==> config.mk <==
export PLATFORM = sky130hd
export DESIGN_NAME = vic_ctrl
export DESIGN_NICKNAME = d
export VERILOG_FILES = /design/src/rtl/vic_pkg.sv /design/src/rtl/vic_prio_enc.sv /design/src/rtl/vic_vec_store.sv /design/src/rtl/vic_prio_calc.sv /design/src/rtl/vic_ctrl.sv
export SDC_FILE = /design/constraint.sdc
export NUM_CORES = 2
export LEC_CHECK = 0
export CAP_MARGIN = 10
export CORE_UTILIZATION = 55
export CTS_CLUSTER_DIAMETER = 50
export DETAILED_ROUTE_END_ITERATION = 12
export DONT_BUFFER_PORTS = 1
export HOLD_SLACK_MARGIN = 0.05
export PLACE_DENSITY = 0.7
export RECOVER_POWER = 50
export SYNTH_ARGS = -nofsm -noshare
export SYNTH_HDL_FRONTEND = slang
export SYNTH_HIERARCHICAL = 1
export SYNTH_SLANG_ARGS = --single-unit
==> constraint.sdc <==
create_clock -name clk_i -period 8.7 [get_ports clk_i]
set_clock_uncertainty 0.1 [all_clocks]
set_input_delay 0.435 -clock clk_i [delete_from_list [all_inputs] [get_ports clk_i]]
set_output_delay 0.435 -clock clk_i [all_outputs]
set_load 0.02 [all_outputs]
==> src/rtl/vic_pkg.sv <==
package vic_pkg;
  localparam int unsigned VIC_NUM_VEC = 256;
  localparam int unsigned VIC_CLASS_SIZE = 16;
  localparam int unsigned VIC_SPUR_IN_W = 16;

  typedef enum logic [1:0] {
    ACK_NONE = 2'd0,
    ACK_SPUR = 2'd1,
    ACK_VEC  = 2'd2
  } ack_kind_e;
endpackage

==> src/rtl/vic_prio_enc.sv <==
module vic_prio_enc #(
  parameter int unsigned N   = 256,
  parameter int unsigned GRP = 16
) (
  input  logic [N-1:0]          bits_i,
  output logic                  valid_o,
  output logic [$clog2(N)-1:0]  idx_o
);
  localparam int unsigned W  = $clog2(N);
  localparam int unsigned GW = $clog2(GRP);
  localparam int unsigned NG = N / GRP;
  localparam int unsigned SW = W - GW;

  function automatic logic [GW-1:0] sub_enc(input logic [GRP-1:0] b);
    logic [GW-1:0] r;
    r = '0;
    for (int i = 0; i < GRP; i++) if (b[i]) r = GW'(i);
    return r;
  endfunction

  logic [NG-1:0]    grp_any;
  logic [NG*GW-1:0] grp_sub;
  logic [SW-1:0]    sel;

  for (genvar g = 0; g < NG; g++) begin : g_grp
    assign grp_any[g]           = |bits_i[g*GRP +: GRP];
    assign grp_sub[g*GW +: GW]  = sub_enc(bits_i[g*GRP +: GRP]);
  end

  // upper level: highest non-empty group
  always_comb begin
    sel = '0;
    for (int g = 0; g < NG; g++) if (grp_any[g]) sel = SW'(g);
  end

  assign valid_o = |grp_any;
  assign idx_o   = {sel, grp_sub[sel*GW +: GW]};
endmodule

==> src/rtl/vic_vec_store.sv <==
module vic_vec_store #(
  parameter int unsigned NUM_VEC = 256
) (
  input  logic                       clk_i,
  input  logic                       rst_ni,
  input  logic                       set_i,
  input  logic [$clog2(NUM_VEC)-1:0] set_vec_i,
  input  logic                       set_level_i,
  input  logic                       move_i,
  input  logic [$clog2(NUM_VEC)-1:0] move_vec_i,
  input  logic                       retire_i,
  input  logic [$clog2(NUM_VEC)-1:0] retire_vec_i,
  output logic [NUM_VEC-1:0]         irr_o,
  output logic [NUM_VEC-1:0]         isr_o,
  output logic [NUM_VEC-1:0]         tmr_o
);
  logic [NUM_VEC-1:0] set_mask, move_mask, retire_mask;

  assign set_mask    = set_i    ? (NUM_VEC'(1) << set_vec_i)    : '0;
  assign move_mask   = move_i   ? (NUM_VEC'(1) << move_vec_i)   : '0;
  assign retire_mask = retire_i ? (NUM_VEC'(1) << retire_vec_i) : '0;

  always_ff @(posedge clk_i or negedge rst_ni) begin
    if (!rst_ni) begin
      irr_o <= '0;
      isr_o <= '0;
      tmr_o <= '0;
    end else begin
      irr_o <= (irr_o & ~move_mask) | set_mask;
      isr_o <= (isr_o & ~retire_mask) | move_mask;
      if (set_i) tmr_o[set_vec_i] <= set_level_i;
    end
  end
endmodule

==> src/rtl/vic_prio_calc.sv <==
module vic_prio_calc
  import vic_pkg::*;
#(
  parameter int unsigned VEC_W      = 8,
  parameter int unsigned CLASS_SIZE = 16
) (
  input  logic             sw_en_i,
  input  logic [VEC_W-1:0] tpr_i,
  input  logic             irr_valid_i,
  input  logic [VEC_W-1:0] irr_top_i,
  input  logic             isr_valid_i,
  input  logic [VEC_W-1:0] isr_top_i,
  output logic [VEC_W-1:0] ppr_o,
  output logic             irq_o,
  output ack_kind_e        ack_kind_o
);
  localparam int unsigned CL = $clog2(CLASS_SIZE);
  localparam int unsigned CW = VEC_W - CL;

  logic [CW-1:0] tpr_cls, isr_cls, irr_cls, ppr_cls;

  assign tpr_cls = tpr_i[VEC_W-1:CL];
  assign isr_cls = isr_valid_i ? isr_top_i[VEC_W-1:CL] : '0;
  assign irr_cls = irr_top_i[VEC_W-1:CL];

  assign ppr_o   = (tpr_cls >= isr_cls) ? tpr_i : {isr_cls, {CL{1'b0}}};
  assign ppr_cls = ppr_o[VEC_W-1:CL];

  assign irq_o = sw_en_i && irr_valid_i && ((ppr_o == '0) || (irr_cls > ppr_cls));

  always_comb begin
    if (!irr_valid_i)                                ack_kind_o = ACK_NONE;
    else if ((tpr_i != '0) && (irr_top_i <= tpr_i)) ack_kind_o = ACK_SPUR;
    else                                             ack_kind_o = ACK_VEC;
  end
endmodule

==> src/rtl/vic_ctrl.sv <==
module vic_ctrl
  import vic_pkg::*;
#(
  parameter int unsigned NUM_VEC    = VIC_NUM_VEC,
  parameter int unsigned CLASS_SIZE = VIC_CLASS_SIZE,
  parameter int unsigned SPUR_IN_W  = VIC_SPUR_IN_W
) (
  input  logic                       clk_i,
  input  logic                       rst_ni,
  input  logic                       req_valid_i,
  input  logic [$clog2(NUM_VEC)-1:0] req_vec_i,
  input  logic                       req_level_i,
  input  logic                       ack_i,
  output logic [$clog2(NUM_VEC)-1:0] ack_vec_o,
  output logic                       ack_spur_o,
  output logic                       ack_none_o,
  input  logic                       eoi_i,
  input  logic                       tpr_we_i,
  input  logic [$clog2(NUM_VEC)-1:0] tpr_wdata_i,
  input  logic                       spur_we_i,
  input  logic [SPUR_IN_W-1:0]       spur_wdata_i,
  output logic                       irq_o,
  output logic [$clog2(NUM_VEC)-1:0] ppr_o,
  output logic [$clog2(NUM_VEC)-1:0] tpr_o,
  output logic [$clog2(NUM_VEC):0]   spur_o,
  output logic                       isr_top_valid_o,
  output logic [$clog2(NUM_VEC)-1:0] isr_top_vec_o,
  output logic                       isr_top_level_o
);
  localparam int unsigned VEC_W  = $clog2(NUM_VEC);
  localparam int unsigned SPUR_W = VEC_W + 1;
  localparam logic [SPUR_W-1:0] SPUR_RST = {1'b0, {VEC_W{1'b1}}};

  logic [NUM_VEC-1:0] irr, isr, tmr;
  logic               irr_valid, isr_valid;
  logic [VEC_W-1:0]   irr_top, isr_top;
  ack_kind_e          ack_kind;
  logic               do_move, do_retire;

  always_ff @(posedge clk_i or negedge rst_ni) begin
    if (!rst_ni) begin
      tpr_o  <= '0;
      spur_o <= SPUR_RST;
    end else begin
      if (tpr_we_i)  tpr_o  <= tpr_wdata_i;
      if (spur_we_i) spur_o <= spur_wdata_i[SPUR_W-1:0];
    end
  end

  assign do_move   = ack_i && (ack_kind == ACK_VEC);
  assign do_retire = eoi_i && isr_valid;

  vic_vec_store #(.NUM_VEC(NUM_VEC)) u_store (
    .clk_i       (clk_i),
    .rst_ni      (rst_ni),
    .set_i       (req_valid_i),
    .set_vec_i   (req_vec_i),
    .set_level_i (req_level_i),
    .move_i      (do_move),
    .move_vec_i  (irr_top),
    .retire_i    (do_retire),
    .retire_vec_i(isr_top),
    .irr_o       (irr),
    .isr_o       (isr),
    .tmr_o       (tmr)
  );

  vic_prio_enc #(.N(NUM_VEC), .GRP(CLASS_SIZE)) u_irr_enc (
    .bits_i (irr),
    .valid_o(irr_valid),
    .idx_o  (irr_top)
  );

  vic_prio_enc #(.N(NUM_VEC), .GRP(CLASS_SIZE)) u_isr_enc (
    .bits_i (isr),
    .valid_o(isr_valid),
    .idx_o  (isr_top)
  );

  vic_prio_calc #(.VEC_W(VEC_W), .CLASS_SIZE(CLASS_SIZE)) u_calc (
    .sw_en_i    (spur_o[VEC_W]),
    .tpr_i      (tpr_o),
    .irr_valid_i(irr_valid),
    .irr_top_i  (irr_top),
    .isr_valid_i(isr_valid),
    .isr_top_i  (isr_top),
    .ppr_o      (ppr_o),
    .irq_o      (irq_o),
    .ack_kind_o (ack_kind)
  );

  always_comb begin
    unique case (ack_kind)
      ACK_SPUR: ack_vec_o = spur_o[VEC_W-1:0];
      ACK_VEC:  ack_vec_o = irr_top;
      default:  ack_vec_o = '0;
    endcase
  end

  assign ack_spur_o      = (ack_kind == ACK_SPUR);
  assign ack_none_o      = (ack_kind == ACK_NONE);
  assign isr_top_valid_o = isr_valid;
  assign isr_top_vec_o   = isr_valid ? isr_top : '0;
  assign isr_top_level_o = isr_valid && tmr[isr_top];
endmodule

==> flow_summary.json <==
{
  "synth_edf_count": 0,
  "diodes": 0,
  "cts_sinks": 785,
  "route.detailed.drc": 0,
  "grt_pass1_vias": 36177,
  "cts_tree": "yes",
  "path_max_fanout": 32,
  "powerDensity_nw_per_um2": 361.6,
  "fmax_ghz": 0.1210,
  "fillers": 6234,
  "start_util_pct": 55.74,
  "worst_pin_slew_ps": 5733,
  "p_leak_nw": 21.29,
  "syn-num-nets": 4238,
  "firstDrtPassIters": 6,
  "drive_gt1_share_pct": 15.31,
  "clkLatencyLatePin_ps": 680,
  "routed_wl_microns": 153100,
  "cts-htree-levels": 3,
  "ant_nets": 0,
  "syn_area_sq_um": 42470,
  "min_path_type": "in2reg",
  "path_clk_slew_ps": 60,
  "syn_inst": 4180,
  "violations": "capacitance limit, slew limit",
  "cp-start-kind": "flop",
  "slew_violations": 545,
  "worstPathRequired_ps": 8170,
  "slew_headroom_pct": -282.2,
  "cts_root_buf": "clkbuf_16",
  "period_share_pct": 94.99,
  "yosysSeqAreaShare_pct": 46.27,
  "final_cells": 5171,
  "setup_viol": 0,
  "power_mw": 16.91,
  "wire_per_inst_microns": 29.62,
  "die_w_microns": 279.9,
  "synth_cell_types": 96,
  "io_pins": 86,
  "synth-seq-cells": 785,
  "post-cts-setup-buffers": 0,
  "row_count": 101,
  "numCtsBuffers": 100,
  "nets": 4115,
  "critical_path_class": "reg2out",
  "grt_pass1_wl_microns": 227200,
  "outcome": "complete, but fails checks",
  "clock_path_buffers": 3,
  "rsz0062_at_grt": "no",
  "yosys_warnings": 6,
  "drt-initial-drc-count": 4772,
  "tns_ps": 0,
  "hpwl_microns": 95430,
  "synth_flop_cell": "dfrtp_1",
  "antenna_found_initial": 4,
  "hold_violations": 0,
  "grt_usage_pct": 38.85,
  "via_count": 36635,
  "gr-total-overflow": 0,
  "coreArea_sq_um": 76200,
  "crit_arrival_ps": 7730,
  "syn_area_per_cell_sq_um": 10.16,
  "drv_cap": 16,
  "die_height_microns": 279.9,
  "irDropWorstVdd_v": 0.0002796,
  "async_flop_share_pct": 100.0,
  "grt_max_degree": 786,
  "viasPerCell": 7.085,
  "port_buffers": 0,
  "dp_cells": 4936,
  "syn_to_final_growth_pct": 10.11,
  "final.min_clock_period_ps": 8264,
  "endpoint_kind": "primary output",
  "gp_congestion": 1.069,
  "die_area_sq_um": 78340
}
synth_stat cells (all sizes together), types with 49 or more instances:
cell type,instances,area share (%)
inv,100,0.88
o21ai,82,0.97
a21oi,119,1.4
a22o,178,3.7
clkbuf,170,1.5
nor2b,64,0.95
a211oi,51,0.90
nor2,221,2.0
o31ai,290,5.1
buf,203,2.8
nor3,219,2.9
nor4,133,2.1
nand2,333,2.9
mux4,59,3.1
o2bb2ai,49,1.0
mux2,286,7.6
dfrtp,777,46
nand4,50,0.74
nand3,366,4.3
repair_timing:
item,in CTS,in global routing
endpoints found under the hold margin,1082,220
hold buffers,43,2
resized for setup,0,0
final cells by class:
type	instances	area, sq um	share of cell area (%)
inverters	100	375.4	0.8026
clock inverters	55	815.8	1.744
flip-flops and latches	785	19650	42.02
repair buffers	148	1334	2.852
well taps	1030	1289	2.756
multi-input cells	2922	20540	43.92
clock buffers	131	2759	5.899
registers in the layout (all words and copies together) (netlist names):
name,cells
tpr_o,8
u_store/tmr_o,256
spur_o,9
u_store/irr_o,256
u_store/isr_o,256
critical path, cell delays in order (launching register included):
cell	delay, ps
dfrtp_1	420
nor4_1	760
nand4_1	410
a211oi_1	530
o2111ai_1	270
nand2_2	540
buf_4	310
a211oi_1	60
a21oi_1	180
o221ai_1	280
a221oi_4	750
buf_4	640
mux4_2	610
mux4_2	540
nand2b_1	140
nand4_1	140
a32o_1	420
final timing paths:
path                                                     from                        endpoint  slack, ps  cells after the start
worst max register to register   u_store/irr_o[173]$_DFF_PN0_    u_store/irr_o[131]$_DFF_PN0_        610                     23
worst max-delay path              u_store/isr_o[89]$_DFF_PN0_                 isr_top_level_o        440                     16
min in group asynchronous                              rst_ni     u_store/isr_o[26]$_DFF_PN0_        540                      2
max in group asynchronous                              rst_ni  u_store/tmr_o[114]$_DFFE_PN0P_       1820                      5
worst min register to register  u_store/tmr_o[42]$_DFFE_PN0P_   u_store/tmr_o[42]$_DFFE_PN0P_        390                      1
worst min-delay path                             req_vec_i[4]   u_store/tmr_o[24]$_DFFE_PN0P_         90                      3
report_power, final:
part	leakage [nW]	internal, mW	switching [mW]	total (mW)
clock network	1.74	2.73	1.73	4.46
registers	10.8	3.98	0.326	4.31
logic	8.79	2.41	5.73	8.14
layer usage:
metal  global-route usage, %  vias to the layer above  routed length (microns)
li1                        -                    15563                        -
met1                   52.03                    18145                    58530
met2                   56.80                     2389                    65560
met3                   10.93                      532                    19460
met4                   21.79                        6                     9559
met5                       0                        -                       40
cells in the final DEF, fill, tap and decap left out, types with 25 or more instances in the layout:
master,instances
nor4_1,128
nand2_1,330
dlygate4sd3_1,44
dfrtp_1,777
a211oi_1,51
and2_1,25
nor3_1,213
nand3_1,364
buf_4,78
mux4_2,59
mux2i_1,28
nand2b_1,29
mux2_2,239
clkbuf_16,100
nor2_1,220
o31ai_1,290
a21o_1,35
mux2_1,46
inv_1,96
o2bb2ai_1,49
a21oi_1,119
o21ai_0,76
nand4_1,50
nor2b_1,62
a22o_1,178
clkbuf_1,31
per-stage QoR:
stage               hold WS [ps]  setup WS, ps  area, sq um  util [%]
floorplan                  39.41          2914        42470         -
global placement           88.13          1254        42910     56.32
detailed placement         88.14          1169        42910     56.32
CTS                       -617.8         697.2        46940     61.60
global route               87.51         328.9        46770     61.37
finish                     85.50         435.7        46770     61.37
logic make-up (layout without fill, tap and decap cells):
kind of cell    count (synthesis)  in the layout  synth area share, %
flops                         785            785                46.27
fa+ha+maj                      18             18               0.5303
simple gates                 1595           1595                20.42
buf+inv                       473            434                5.173
compound gates                936            936                16.22
mux                           373            373                11.38
Power figures use the tool's default switching activity.
